<file path="config.mk">
export PLATFORM = sky130hd
export DESIGN_NAME = gpio_irq_detect
export DESIGN_NICKNAME = d
export VERILOG_FILES = /design/src/rtl/gpio_irq_pkg.sv /design/src/rtl/gpio_irq_sampler.sv /design/src/rtl/gpio_irq_cfg.sv /design/src/rtl/gpio_irq_line.sv /design/src/rtl/gpio_irq_detect.sv
export SDC_FILE = /design/constraint.sdc
export NUM_CORES = 1
export LEC_CHECK = 0
export ABC_AREA = 1
export BUFFER_PORTS_ARGS = -buffer_cell sky130_fd_sc_hd__buf_2
export CAP_MARGIN = 20
export CORE_ASPECT_RATIO = 0.6
export CORE_MARGIN = 5
export CORE_UTILIZATION = 40
export DETAILED_ROUTE_END_ITERATION = 7
export PLACE_DENSITY = 0.6
export SYNTH_ARGS = -nofsm -noshare
export SYNTH_HDL_FRONTEND = slang
export SYNTH_SLANG_ARGS = --single-unit
</file>
<file path="constraint.sdc">
create_clock -name clk -period 4.3 [get_ports clk]
set_input_delay 0.645 -clock clk [delete_from_list [all_inputs] [get_ports clk]]
set_output_delay 0.645 -clock clk [all_outputs]
set_load 0.01 [all_outputs]
</file>
<file path="src/rtl/gpio_irq_pkg.sv">
package gpio_irq_pkg;
  // Register offsets; the clear offset and the status offsets are decoded by
  // software drivers, so their positions are part of the block's behaviour.
  localparam logic [11:0] OFS_SENSE  = 12'h404;
  localparam logic [11:0] OFS_BOTH   = 12'h408;
  localparam logic [11:0] OFS_POL    = 12'h40C;
  localparam logic [11:0] OFS_MASK   = 12'h410;
  localparam logic [11:0] OFS_RAW    = 12'h414;
  localparam logic [11:0] OFS_MSKD   = 12'h418;
  localparam logic [11:0] OFS_CLEAR  = 12'h41C;

  typedef enum logic [2:0] {
    SEL_NONE,
    SEL_SENSE,
    SEL_BOTH,
    SEL_POL,
    SEL_MASK,
    SEL_RAW,
    SEL_MSKD,
    SEL_CLEAR
  } reg_sel_e;
endpackage

</file>
<file path="src/rtl/gpio_irq_sampler.sv">
// Registers the pin vectors so detection works on a stable, single-domain copy.
module gpio_irq_sampler #(
  parameter int LINES = 8
) (
  input  logic             clk,
  input  logic             rst,
  input  logic [LINES-1:0] pin_now,
  input  logic [LINES-1:0] pin_prev,
  input  logic [LINES-1:0] pin_dir,
  output logic [LINES-1:0] now_s,
  output logic [LINES-1:0] chg_s,
  output logic [LINES-1:0] dir_s
);
  always_ff @(posedge clk) begin
    if (rst) begin
      now_s <= '0;
      chg_s <= '0;
      dir_s <= '0;
    end else begin
      now_s <= pin_now;
      chg_s <= pin_now ^ pin_prev;
      dir_s <= pin_dir;
    end
  end
endmodule

</file>
<file path="src/rtl/gpio_irq_cfg.sv">
// Configuration registers, clear strobe decode and registered read path.
module gpio_irq_cfg
  import gpio_irq_pkg::*;
#(
  parameter int LINES  = 8,
  parameter int ADDR_W = 12,
  parameter int DATA_W = 32
) (
  input  logic              clk,
  input  logic              rst,
  input  logic              bus_wen,
  input  logic              bus_ren,
  input  logic [ADDR_W-1:0] bus_addr,
  input  logic [LINES-1:0]  bus_wdata,
  input  logic [LINES-1:0]  raw_q,
  output logic [DATA_W-1:0] bus_rdata,
  output logic [LINES-1:0]  sense_q,
  output logic [LINES-1:0]  both_q,
  output logic [LINES-1:0]  pol_q,
  output logic [LINES-1:0]  mask_q,
  output logic [LINES-1:0]  mask_d,
  output logic              clr_wr,
  output logic [LINES-1:0]  clr_bits
);
  localparam int PAD_W = DATA_W - LINES;

  reg_sel_e         sel;
  logic [LINES-1:0] sense_d, both_d, pol_d;
  logic [LINES-1:0] rd_mux;

  always_comb begin
    sel = SEL_NONE;
    if      (bus_addr == ADDR_W'(OFS_SENSE)) sel = SEL_SENSE;
    else if (bus_addr == ADDR_W'(OFS_BOTH))  sel = SEL_BOTH;
    else if (bus_addr == ADDR_W'(OFS_POL))   sel = SEL_POL;
    else if (bus_addr == ADDR_W'(OFS_MASK))  sel = SEL_MASK;
    else if (bus_addr == ADDR_W'(OFS_RAW))   sel = SEL_RAW;
    else if (bus_addr == ADDR_W'(OFS_MSKD))  sel = SEL_MSKD;
    else if (bus_addr == ADDR_W'(OFS_CLEAR)) sel = SEL_CLEAR;
  end

  always_comb begin
    sense_d = sense_q;
    both_d  = both_q;
    pol_d   = pol_q;
    mask_d  = mask_q;
    if (bus_wen) begin
      unique case (sel)
        SEL_SENSE: sense_d = bus_wdata;
        SEL_BOTH:  both_d  = bus_wdata;
        SEL_POL:   pol_d   = bus_wdata;
        SEL_MASK:  mask_d  = bus_wdata;
        default: ;
      endcase
    end
  end

  assign clr_wr   = bus_wen && (sel == SEL_CLEAR);
  assign clr_bits = clr_wr ? bus_wdata : '0;

  always_ff @(posedge clk) begin
    if (rst) begin
      sense_q <= '0;
      both_q  <= '0;
      pol_q   <= '0;
      mask_q  <= '0;
    end else begin
      sense_q <= sense_d;
      both_q  <= both_d;
      pol_q   <= pol_d;
      mask_q  <= mask_d;
    end
  end

  always_comb begin
    unique case (sel)
      SEL_SENSE: rd_mux = sense_q;
      SEL_BOTH:  rd_mux = both_q;
      SEL_POL:   rd_mux = pol_q;
      SEL_MASK:  rd_mux = mask_q;
      SEL_RAW:   rd_mux = raw_q;
      SEL_MSKD:  rd_mux = raw_q & mask_q;
      default:   rd_mux = '0;
    endcase
  end

  generate
    if (PAD_W > 0) begin : g_pad
      always_ff @(posedge clk) begin
        if (rst || !bus_ren) bus_rdata <= '0;
        else                 bus_rdata <= {{PAD_W{1'b0}}, rd_mux};
      end
    end else begin : g_nopad
      always_ff @(posedge clk) begin
        if (rst || !bus_ren) bus_rdata <= '0;
        else                 bus_rdata <= rd_mux[DATA_W-1:0];
      end
    end
  endgenerate
endmodule

</file>
<file path="src/rtl/gpio_irq_line.sv">
// Detection and sticky status for a single line.
module gpio_irq_line (
  input  logic clk,
  input  logic rst,
  input  logic now_s,
  input  logic chg_s,
  input  logic dir_s,
  input  logic sense,
  input  logic both,
  input  logic pol,
  input  logic clr,
  output logic hit,
  output logic raw_d,
  output logic raw_q
);
  logic level_match;
  logic edge_hit;
  logic lvl_hit;

  assign level_match = ~(now_s ^ pol);
  assign edge_hit    = ~sense & ~dir_s & chg_s & (both | level_match);
  assign lvl_hit     = sense & level_match;
  assign hit         = edge_hit | lvl_hit;
  // a fresh event takes precedence over a clear on the same edge
  assign raw_d       = hit | (raw_q & ~clr);

  always_ff @(posedge clk) begin
    if (rst) raw_q <= 1'b0;
    else     raw_q <= raw_d;
  end
endmodule

</file>
<file path="src/rtl/gpio_irq_detect.sv">
module gpio_irq_detect #(
  parameter int LINES  = 8,
  parameter int ADDR_W = 12,
  parameter int DATA_W = 32
) (
  input  logic              clk,
  input  logic              rst,
  input  logic [LINES-1:0]  pin_now,
  input  logic [LINES-1:0]  pin_prev,
  input  logic [LINES-1:0]  pin_dir,
  input  logic              bus_wen,
  input  logic              bus_ren,
  input  logic [ADDR_W-1:0] bus_addr,
  input  logic [LINES-1:0]  bus_wdata,
  output logic [DATA_W-1:0] bus_rdata,
  output logic              irq_out
);
  logic [LINES-1:0] now_s, chg_s, dir_s;
  logic [LINES-1:0] sense_q, both_q, pol_q, mask_q, mask_d;
  logic [LINES-1:0] clr_bits;
  logic             clr_wr;
  logic [LINES-1:0] hit, raw_d, raw_q;

  gpio_irq_sampler #(.LINES(LINES)) u_smp (
    .clk(clk), .rst(rst),
    .pin_now(pin_now), .pin_prev(pin_prev), .pin_dir(pin_dir),
    .now_s(now_s), .chg_s(chg_s), .dir_s(dir_s)
  );

  gpio_irq_cfg #(.LINES(LINES), .ADDR_W(ADDR_W), .DATA_W(DATA_W)) u_cfg (
    .clk(clk), .rst(rst),
    .bus_wen(bus_wen), .bus_ren(bus_ren), .bus_addr(bus_addr),
    .bus_wdata(bus_wdata), .raw_q(raw_q), .bus_rdata(bus_rdata),
    .sense_q(sense_q), .both_q(both_q), .pol_q(pol_q),
    .mask_q(mask_q), .mask_d(mask_d),
    .clr_wr(clr_wr), .clr_bits(clr_bits)
  );

  generate
    for (genvar i = 0; i < LINES; i++) begin : g_line
      gpio_irq_line u_line (
        .clk(clk), .rst(rst),
        .now_s(now_s[i]), .chg_s(chg_s[i]), .dir_s(dir_s[i]),
        .sense(sense_q[i]), .both(both_q[i]), .pol(pol_q[i]),
        .clr(clr_bits[i]),
        .hit(hit[i]), .raw_d(raw_d[i]), .raw_q(raw_q[i])
      );
    end
  endgenerate

  // registered from next-state so the line moves on the same edge as status
  always_ff @(posedge clk) begin
    if (rst) irq_out <= 1'b0;
    else     irq_out <= |(raw_d & mask_d);
  end
endmodule

</file>
### After elaboration in Yosys (flattened, before gate mapping)

Cells that the tools add are included.

* flip-flop bits (word level): 97
* output and inout port bits: 33

* equality and inequality tests: 14
* muxes and demuxes: 11
* bitwise gates (word level): 107
* reductions and logical operators: 7

Operators by type and width (count)
* == test 12 x 11 -> 1 bit (second input constant): 7
* one-hot mux 8 bit (6 select lines): 1
* AND 1 bit: 40
* inverter 1 bit: 32
* 2-to-1 mux 8 bit: 3
* bitwise OR 1 bit: 24
* 2-to-1 mux 3 bit: 7
* AND 8 bit: 2
* == test 3 bit (second input constant): 4
* OR reduction 8 bit: 1
* XOR 1 bit: 8
* XOR 8 bit: 1
* == test 3 x 2 -> 1 bit (second input constant): 2
* AND reduction 2 bit: 3
* == test 3 x 1 -> 1 bit (second input constant): 1
* logical AND 1 bit: 1
* logical NOT 1 bit: 1
* logical OR 1 bit: 1

### Longest topological paths before layout

Gate-level depths: netlist of run 1.

* depth in word-level cells: 16
* gate-level depth with buffers: 12
* mapped depth without buffers: 12

### Modules after synthesis

From an unflattened synthesis of run 1, not the netlist that was laid out.

* cell total of the unflattened synthesis: 558
* area total of the unflattened synthesis: 3956.3 um^2

Modules (own cells, without submodules)
* gpio_irq_cfg: times used 1, cells an instance 315, area each 2322.2 um^2, seq. area each 800.8 um^2
* gpio_irq_line: times used 8, cells an instance 17, area each 100.1 um^2, seq. area each 20.0 um^2
* gpio_irq_sampler: times used 1, cells an instance 91, area each 755.7 um^2, seq. area each 480.5 um^2
* gpio_irq_detect: times used 1, cells an instance 16, area each 77.6 um^2, seq. area each 20.0 um^2

### Worst setup path before layout of run 1

No wires, ideal clock.

* path type: input to register
* from: in bus_addr[11]
* to: reg u_cfg.both_q[6]
* setup time: 0.126 ns
* arrival: 1.735 ns
* data required time: 4.174 ns
* setup slack: 2.439 ns
* cell stages on the path: 11
* buffers on the path: 1
* path through: inv_1 nand2_2 nor2_8 nand3_2 nand2_4 nand3_4 nor2_8 nand2_4 buf_6 nor2_1 a211oi_2

* cells in the longest elaborated chain, start to end: 10
* elaborated cells between the ends (all ways): 16
* classes of those cells: eq/ne: 8; mux: 7; reduce/logical: 1

Ends and longest elaborated chain
* start: declaration: RTL line gpio_irq_detect.sv:13 `input logic [ADDR_W-1:0] bus_addr,`
* == test 12 x 11 -> 1 bit: RTL line gpio_irq_cfg.sv:39 `else if (bus_addr == ADDR_W'(OFS_CLEAR)) sel = SEL_CLEAR;`
* 2-to-1 mux 3 bit: RTL line gpio_irq_cfg.sv:39
* 2-to-1 mux 3 bit: RTL line gpio_irq_cfg.sv:38 `else if (bus_addr == ADDR_W'(OFS_MSKD)) sel = SEL_MSKD;`
* 2-to-1 mux 3 bit: RTL line gpio_irq_cfg.sv:37 `else if (bus_addr == ADDR_W'(OFS_RAW)) sel = SEL_RAW;`
* 2-to-1 mux 3 bit: RTL line gpio_irq_cfg.sv:36 `else if (bus_addr == ADDR_W'(OFS_MASK)) sel = SEL_MASK;`
* 2-to-1 mux 3 bit: RTL line gpio_irq_cfg.sv:35 `else if (bus_addr == ADDR_W'(OFS_POL)) sel = SEL_POL;`
* 2-to-1 mux 3 bit: RTL line gpio_irq_cfg.sv:34 `else if (bus_addr == ADDR_W'(OFS_BOTH)) sel = SEL_BOTH;`
* 2-to-1 mux 3 bit (*): RTL line gpio_irq_cfg.sv:33 `if (bus_addr == ADDR_W'(OFS_SENSE)) sel = SEL_SENSE;`
* == test 3 x 2 -> 1 bit (*): RTL line gpio_irq_cfg.sv:48 `unique case (sel)`
* AND reduction 2 bit (no source line) (*)
* end signal: assignment: RTL line gpio_irq_cfg.sv:69 `both_q <= both_d;`
* end: declaration: RTL line gpio_irq_cfg.sv:18 `output logic [LINES-1:0] both_q,`

Every way passes the cells marked *; elsewhere a longest branch is shown, timed or not.
A chain may end at the register's enable or synchronous reset.

### Final worst setup path of run 1

* from: in bus_addr[11]
* to: reg u_cfg.bus_rdata[2]

* cells in the longest elaborated chain, start to end: 10
* elaborated cells between the ends (all ways): 21
* classes of those cells: eq/ne: 13; mux: 8

Ends and longest elaborated chain
* == test 12 x 11 -> 1 bit: RTL line gpio_irq_cfg.sv:39
* 2-to-1 mux 3 bit: RTL line gpio_irq_cfg.sv:39
* 2-to-1 mux 3 bit: RTL line gpio_irq_cfg.sv:38
* 2-to-1 mux 3 bit: RTL line gpio_irq_cfg.sv:37
* 2-to-1 mux 3 bit: RTL line gpio_irq_cfg.sv:36
* 2-to-1 mux 3 bit: RTL line gpio_irq_cfg.sv:35
* 2-to-1 mux 3 bit: RTL line gpio_irq_cfg.sv:34
* 2-to-1 mux 3 bit (*): RTL line gpio_irq_cfg.sv:33
* == test 3 bit (tied with other cells): RTL line gpio_irq_cfg.sv:76 `unique case (sel)`
* one-hot mux 8 bit (6 select lines) (*): RTL line gpio_irq_cfg.sv:76
* end signal: assignment: RTL line gpio_irq_cfg.sv:91 `else bus_rdata <= {{PAD_W{1'b0}}, rd_mux};`
* end: declaration: RTL line gpio_irq_cfg.sv:16 `output logic [DATA_W-1:0] bus_rdata,`

Marked as above.

==> impl_metrics.json, run 1 <==
{
  "maxCapViolations": 0,
  "cts_num_sinks": 73,
  "wirelength_mm": 9.074,
  "root_buffer": "clkbuf_16",
  "seq_area_frac_synth_pct": 39.55,
  "antenna_found_initial": 0,
  "die_h_um": 84.45,
  "io_pins": 81,
  "cts_made_buffers": 9,
  "post_drt_wl_per_cell_um": 13.21,
  "final_cell_area_mm2": 0.004240,
  "synth_area_leader_cell": "dfxtp_1",
  "worstPathMaxFanout": 15,
  "overflow": 0,
  "end_kind": "flip-flop",
  "slew_headroom_pct": 59.61,
  "gp_congestion": 0.8822,
  "port-buffer-count": 56,
  "tritoncts": "built",
  "synth_seq_cells": 73,
  "vdd_drop_max_uv": 244.3,
  "synthTopCellsByArea": "dfxtp_1 (40%), nand2_1 (10%), inv_1 (7.7%)",
  "core_area_mm2": 0.009087,
  "syn_avg_cell_area_um2": 7.216,
  "hold_viol": 0,
  "fin_tns_setup_ns": 0,
  "placementRows": 27,
  "drc": 0,
  "critPathRequiredTime_ns": 4.54,
  "synth_most_common_cell": "nand2_1",
  "max_freq_mhz": 483.4,
  "max_stage_delay_ns": 0.29,
  "worstMarginPinSlew_ns": 0.6036,
  "fin_skew_ns": 0.003357,
  "critPathArrivalTime_ns": 2.31,
  "rsz0062_at_grt": "false",
  "slew_violations": 0,
  "final_layout_size_suffix_gt1_share_pct": 18.39,
  "die_area_mm2": 0.01132,
  "async_reset_ff_share_pct": 0,
  "h-tree-depth": 3,
  "post-route-min-period_ns": 2.069,
  "placedInstanceArea_mm2": 0.003978,
  "final_antenna_net_count": 0,
  "clk_latency_ns": 0.33,
  "min_path_type": "flip-flop to flip-flop",
  "outcome": "complete, no violations",
  "hpwl_mm": 6.556,
  "grt_pass1_wl_mm": 14.48,
  "yosysWarnings": 0,
  "critPathKind": "primary input to flip-flop",
  "p_per_area_mw_per_mm2": 349.8,
  "clk_path_buf_depth": 2,
  "cpMostUsedCell": "nand2_1",
  "dr.pass1.iters": 4,
  "grt_max_degree": 50,
  "worstPathCellList": "buf_2, inv_1, nand2_2, nor2_8, nand3_2, nand2_4, o21ai_1, nand2_1, nand2_1, a21oi_1",
  "synth_top_area_share_pct": 39.55,
  "p_leak_nw": 2.030,
  "ys.flop_type": "dfxtp_1",
  "synth_cells": 512,
  "insertedDiodeCount": 0,
  "grt_usage_pct": 16.20,
  "slowest_stage": "a21oi_1",
  "synth_cell_types": 32,
  "nets": 615,
  "cp_top_family": "simple AND/OR/NAND/NOR gates",
  "initial_utilization_pct": 40.66,
  "synth_edf_count": 0,
  "period_share_pct": 48.11,
  "vias": 3221,
  "vias_per_cell": 4.689,
  "synth_common_cells": "nand2_1 (102), inv_1 (76), dfxtp_1 (73)",
  "grt_pass1_vias": 2978,
  "syn2layout_area_growth_pct": 14.76,
  "setup_viol_count_final": 0,
  "syn_area_mm2": 0.003695,
  "die_x_um": 134.1,
  "critPathLaunchType": "primary input",
  "clk_pin_slew_ns": 0.05,
  "cts-resized-gates": 0,
  "hold_buffers": 0,
  "report.power.total_mw": 1.483,
  "postCtsSetupBuffers": 0,
  "path_buf_inv": 2,
  "drtIter0Drc": 210
}
==> cells in the final DEF (no fill, tap or decap), drive strengths merged, types with 11 or more instances in the layout <==
cell type    n
nand2      108
inv         81
nor2        74
dfxtp       73
buf         57
o21ai       39
a21oi       31
conb        24
nand3       19
nand4       17
clkbuf      11
==> area by class of cell <==
type                            instances  area, um^2
Fill cell                             937        4847
Clock inverter                          4       20.02
Inverter                               84       317.8
Sequential cell                        73        1461
Multi-Input combinational cell        342        1765
Timing Repair Buffer                   57       287.8
Tap cell                              116       145.1
Clock buffer                           11       242.7
==> metal layers <==
| layer | up-vias | track usage, % | wire length, um |
|---|---|---|---|
| met1 | 1428 | 22.31 | 4552 |
| li1 | 1668 | - | - |
| met2 | 110 | 24.05 | 3847 |
| met4 | 0 | 4.713 | 97 |
| met3 | 15 | 5.629 | 576 |
| met5 | - | 0 | 0 |
==> power by group <==
group / internal, mW / total [mW] / switching (mW)
sequential: 0.697 / 0.704 / 0.00751
clock: 0.398 / 0.662 / 0.264
combinational: 0.0410 / 0.117 / 0.0760
==> flip-flops by register name, summed over array words and instances, names as in the netlist <==
register             cells
u_smp.chg_s              8
u_cfg.mask_q             8
u_cfg.bus_rdata          8
g_line.u_line.raw_q      8
u_smp.dir_s              8
u_cfg.pol_q              8
irq_out                  1
u_cfg.sense_q            8
u_smp.now_s              8
u_cfg.both_q             8
==> worst register-to-register path: stages (launching register included) <==
cell	delay [ns]
dfxtp_1	0.40
xor2_1	0.16
o21ai_0	0.10
nand2_1	0.11
nand2_1	0.07
nand2_1	0.07
nand2_1	0.08
nor2_1	0.09
a21oi_1	0.06
==> through the flow <==
| stage | utilization (%) | instances | worst slack [ns] | hold slack [ns] |
|---|---|---|---|---|
| 3_3_place_gp | 43.77 | 672 | 1.877 | 0.4635 |
| 2_1_floorplan | - | 535 | 2.439 | 0.4433 |
| 4_1_cts | 46.66 | 687 | 2.204 | 0.4712 |
| 5_1_grt | 46.66 | 687 | 2.014 | 0.5003 |
| 6_report | 46.66 | 687 | 2.231 | 0.4764 |
| 3_5_place_dp | 43.77 | 672 | 1.856 | 0.4581 |
==> final timing paths <==
kind | startpoint | endpoint | slack [ns] | cells after the start
setup / recovery | bus_addr[11] | u_cfg.bus_rdata[2] | 2.23 | 10
hold / removal | g_line[7].u_line.raw_q | u_cfg.bus_rdata[7] | 0.48 | 2
setup reg to reg | u_cfg.pol_q[4] | irq_out | 3.02 | 8
hold reg to reg | g_line[7].u_line.raw_q | u_cfg.bus_rdata[7] | 0.48 | 2
==> logic make-up (layout without fill, tap and decap cells) <==
logic type | Yosys count | count (layout) | synth area share (%)
AOI/OAI and AO/OA | 81 | 81 | 12.94
xor gates and xnor gates | 16 | 16 | 3.793
buffers and inverters | 120 | 156 | 15.00
DFF | 73 | 73 | 39.55
other | 1 | 24 | 0.1015
and+or+nand+nor | 221 | 221 | 28.62
Note: power is estimated with default switching activity, not from simulation.
==> inputs of run 2 (changes only) <==
--- a/config.mk
+++ b/config.mk
@@ -5,14 +5,14 @@
 export SDC_FILE = /design/constraint.sdc
 export NUM_CORES = 1
 export LEC_CHECK = 0
-export ABC_AREA = 1
+export ABC_AREA = 0
 export BUFFER_PORTS_ARGS = -buffer_cell sky130_fd_sc_hd__buf_2
 export CAP_MARGIN = 20
 export CORE_ASPECT_RATIO = 0.6
 export CORE_MARGIN = 5
 export CORE_UTILIZATION = 40
 export DETAILED_ROUTE_END_ITERATION = 7
-export PLACE_DENSITY = 0.6
+export PLACE_DENSITY = 0.63
 export SYNTH_ARGS = -nofsm -noshare
 export SYNTH_HDL_FRONTEND = slang
 export SYNTH_SLANG_ARGS = --single-unit
==> constraint.sdc (replaced) <==
create_clock -name clk -period 1.9 [get_ports clk]
set_input_delay 0.285 -clock clk [delete_from_list [all_inputs] [get_ports clk]]
set_output_delay 0.285 -clock clk [all_outputs]
set_load 0.01 [all_outputs]
==> run 2 against run 1 <==
Net effect:
- the flow now finishes with violations (negative setup slack)
- clock power rose by 140%
- synthesized cell count fell by 29%
- sequential cell count did not move
- register-to-register slack got worse by 2.8 ns
- first-iteration DRC count fell by 6.7%
- worst hold slack got worse by 0.32 ns
- non-clock buffer count rose by 30
- wire length fell by 7.7%
- critical path depth fell by 4
- global-route usage rose by 0.81 points
- combinational power rose to 3.0 times the previous value
- critical endpoint is now irq_out
==> impl_metrics.json, run 2 <==
{
  "synth_top_area_share_pct": 44.18,
  "p_switching_mw": 0.8089,
  "cts_num_sinks": 73,
  "synth_seq_cells": 73,
  "vias": 2684,
  "synth_cells": 366,
  "gp_congestion": 0.8620,
  "synthTopCellsByArea": "dfxtp_1 (44%), mux2i_1 (9.7%), buf_4 (5.4%)",
  "mostFrequentLayoutCell": "dfxtp_1",
  "layout_common_cells": "dfxtp_1 (73), buf_2 (55), nor2_1 (46)",
  "ys.flop_type": "dfxtp_1",
  "hold_end": "u_smp.dir_s[0]",
  "die_x_um": 127.4,
  "port-buffer-count": 56,
  "pre_cts_slack_ns": -0.6400,
  "critPathArrivalTime_ns": 2.44,
  "insertedDiodeCount": 0,
  "critPathRequiredTime_ns": 2.12,
  "num-fill-cells": 784,
  "final_layout_size_suffix_gt1_share_pct": 27.46,
  "period_share_pct": 116.9,
  "worstPathMaxFanout": 8,
  "clk_latency_ns": 0.33,
  "worstMarginPinSlew_ns": 0.6471,
  "pwr-share-clk_pct": 45.2,
  "seq_area_frac_synth_pct": 44.18,
  "vias_per_cell": 4.827,
  "rsz0062_at_grt": "true",
  "syn2layout_area_growth_pct": 25.95,
  "grt_usage_pct": 17.01,
  "critPathLaunchType": "primary input",
  "worst_slack_ns": -0.3220,
  "multi_input_area_mm2": 0.001663,
  "hold_viol": 0,
  "maxCapViolations": 0,
  "synth_edf_count": 0,
  "p_leak_nw": 1.887,
  "ff2ff_path_depth": 5,
  "h-tree-depth": 3,
  "worstPathCellList": "buf_6, or4_4, or4_4, a221oi_2, o22ai_1, o41a_1",
  "route.top_layer_used": "met4",
  "ff2ff_setup_slack_ns": 0.20,
  "routed-wl-met3_um": 760,
  "die_h_um": 80.45,
  "p_per_area_mw_per_mm2": 857.7,
  "cp_top_family": "simple AND/OR/NAND/NOR gates",
  "hpwl_mm": 5.948,
  "clk_path_buf_depth": 2,
  "overflow": 0,
  "regArea_mm2": 0.001461,
  "slowest_stage": "or4_4",
  "p_int_mw": 2.765,
  "syn_area_mm2": 0.003308,
  "synth_most_common_cell": "dfxtp_1",
  "grt_max_degree": 65,
  "hp-start": "pin_dir[0]",
  "die_area_mm2": 0.01025,
  "vdd_drop_max_uv": 591.7,
  "async_reset_ff_share_pct": 0,
  "drt-met1-wl_mm": 4.307,
  "setup_viol_count_final": 11,
  "reg2reg_from": "u_cfg.pol_q[4]",
  "antenna_found_initial": 0,
  "violations": "negative setup slack",
  "nets": 491,
  "io_pins": 81,
  "fin_skew_ns": 0.006452,
  "initial_utilization_pct": 41.47,
  "met2_length_mm": 3.252,
  "max_freq_mhz": 450.0,
  "drtIter0Drc": 196,
  "root_buffer": "clkbuf_16",
  "clk_pin_slew_ns": 0.05,
  "outcome": "finished, violations left",
  "min_path_type": "primary input to flip-flop",
  "drc": 0,
  "worst-path-stages": 6,
  "max_stage_delay_ns": 0.65,
  "end_kind": "flip-flop",
  "dr.pass1.iters": 5,
  "grt_pass1_vias": 2599,
  "comb_power_share_pct": 9.7,
  "holdPathStages": 2,
  "timing.rr.end": "irq_out",
  "grt_pass1_wl_mm": 13.32,
  "syn_avg_cell_area_um2": 9.039,
  "tritoncts": "built",
  "cts_made_buffers": 9,
  "critPathKind": "primary input to flip-flop",
  "path_buf_inv": 1,
  "core_area_mm2": 0.007976,
  "slew_violations": 0,
  "placementRows": 25,
  "p_sw_share_pct": 22.63,
  "cpMostUsedCell": "or4_4",
  "final_antenna_net_count": 0,
  "wirelength_mm": 8.378,
  "yosysWarnings": 0,
  "synth_cell_types": 34,
  "post_drt_wl_per_cell_um": 15.07,
  "final_core_util_pct": 52.24,
  "seq_power_share_pct": 45.1,
  "slew_headroom_pct": 56.86,
  "post-route-min-period_ns": 2.222,
  "synth_area_leader_cell": "dfxtp_1",
  "synth_common_cells": "dfxtp_1 (73), nor2_1 (46), mux2i_1 (32)"
}
[run 2: area by class of cell]
class	count	share of cell area, %
clock buffers	14	6.817
clock inverters	2	0.2402
inverters	17	1.532
multi-input cells	255	39.91
flip-flops and latches	73	35.08
well taps	108	3.243
repair buffers	87	13.18
[run 2: worst max-delay path by stage]
stage	start	end	slack, ns
final	bus_addr[9]	irq_out	-0.32
after global routing	bus_addr[9]	irq_out	-0.36
after CTS	bus_addr[0]	irq_out	-0.29
after detailed placement	bus_addr[7]	irq_out	-0.64
after global placement	bus_addr[7]	irq_out	-0.61
after floorplan	bus_addr[7]	irq_out	-0.46
[run 2: logic make-up (layout without fill, tap and decap cells)]
group           after synthesis  in the layout  share of synthesized area (%)
buf+inv                      61            120                          9.909
compound gates               61             61                          13.88
xor+xnor                     16             16                          4.236
flops                        73             73                          44.18
simple gates                122            122                          18.00
other cells                   1             24                         0.1134
mux                          32             32                          9.682
[run 2: repair_timing]
item	in CTS	in global routing
pin swaps	9	2
endpoints found under the hold margin	0	0
cloned	0	0
setup endpoints to repair	17	15
setup buffers	2	2
resized for setup	12	7
hold buffers	0	0
[run 2: per-stage QoR]
step,cells,area (um^2),total power [mW],hold WS (ns),TNS [ns]
6_report,556,4167,3.574,0.1586,-1.009
2_1_floorplan,389,3413,1.876,0.4132,-0.9688
3_3_place_gp,537,3766,1.961,0.4772,-12.69
3_5_place_dp,537,3766,1.967,0.4869,-12.73
5_1_grt,556,4167,3.737,0.1447,-2.013
4_1_cts,555,4133,3.610,0.1452,-0.2884
[run 2: power by group through the flow]
| stage | clock, mW | combinational, mW | sequential [mW] |
|---|---|---|---|
| finish | 1.62 | 0.346 | 1.61 |
| global route | 1.74 | 0.379 | 1.62 |
| CTS | 1.66 | 0.338 | 1.61 |
| detailed placement | 0 | 0.322 | 1.64 |
| global placement | 0 | 0.318 | 1.64 |
| floorplan | 0 | 0.240 | 1.64 |
[run 2: metal layers]
layer  up-vias  global-route usage (%)
li1       1344                       -
met1      1250                   23.72
met2        85                   23.87
met3         5                   7.774
met4         0                   3.426
met5         -                       0
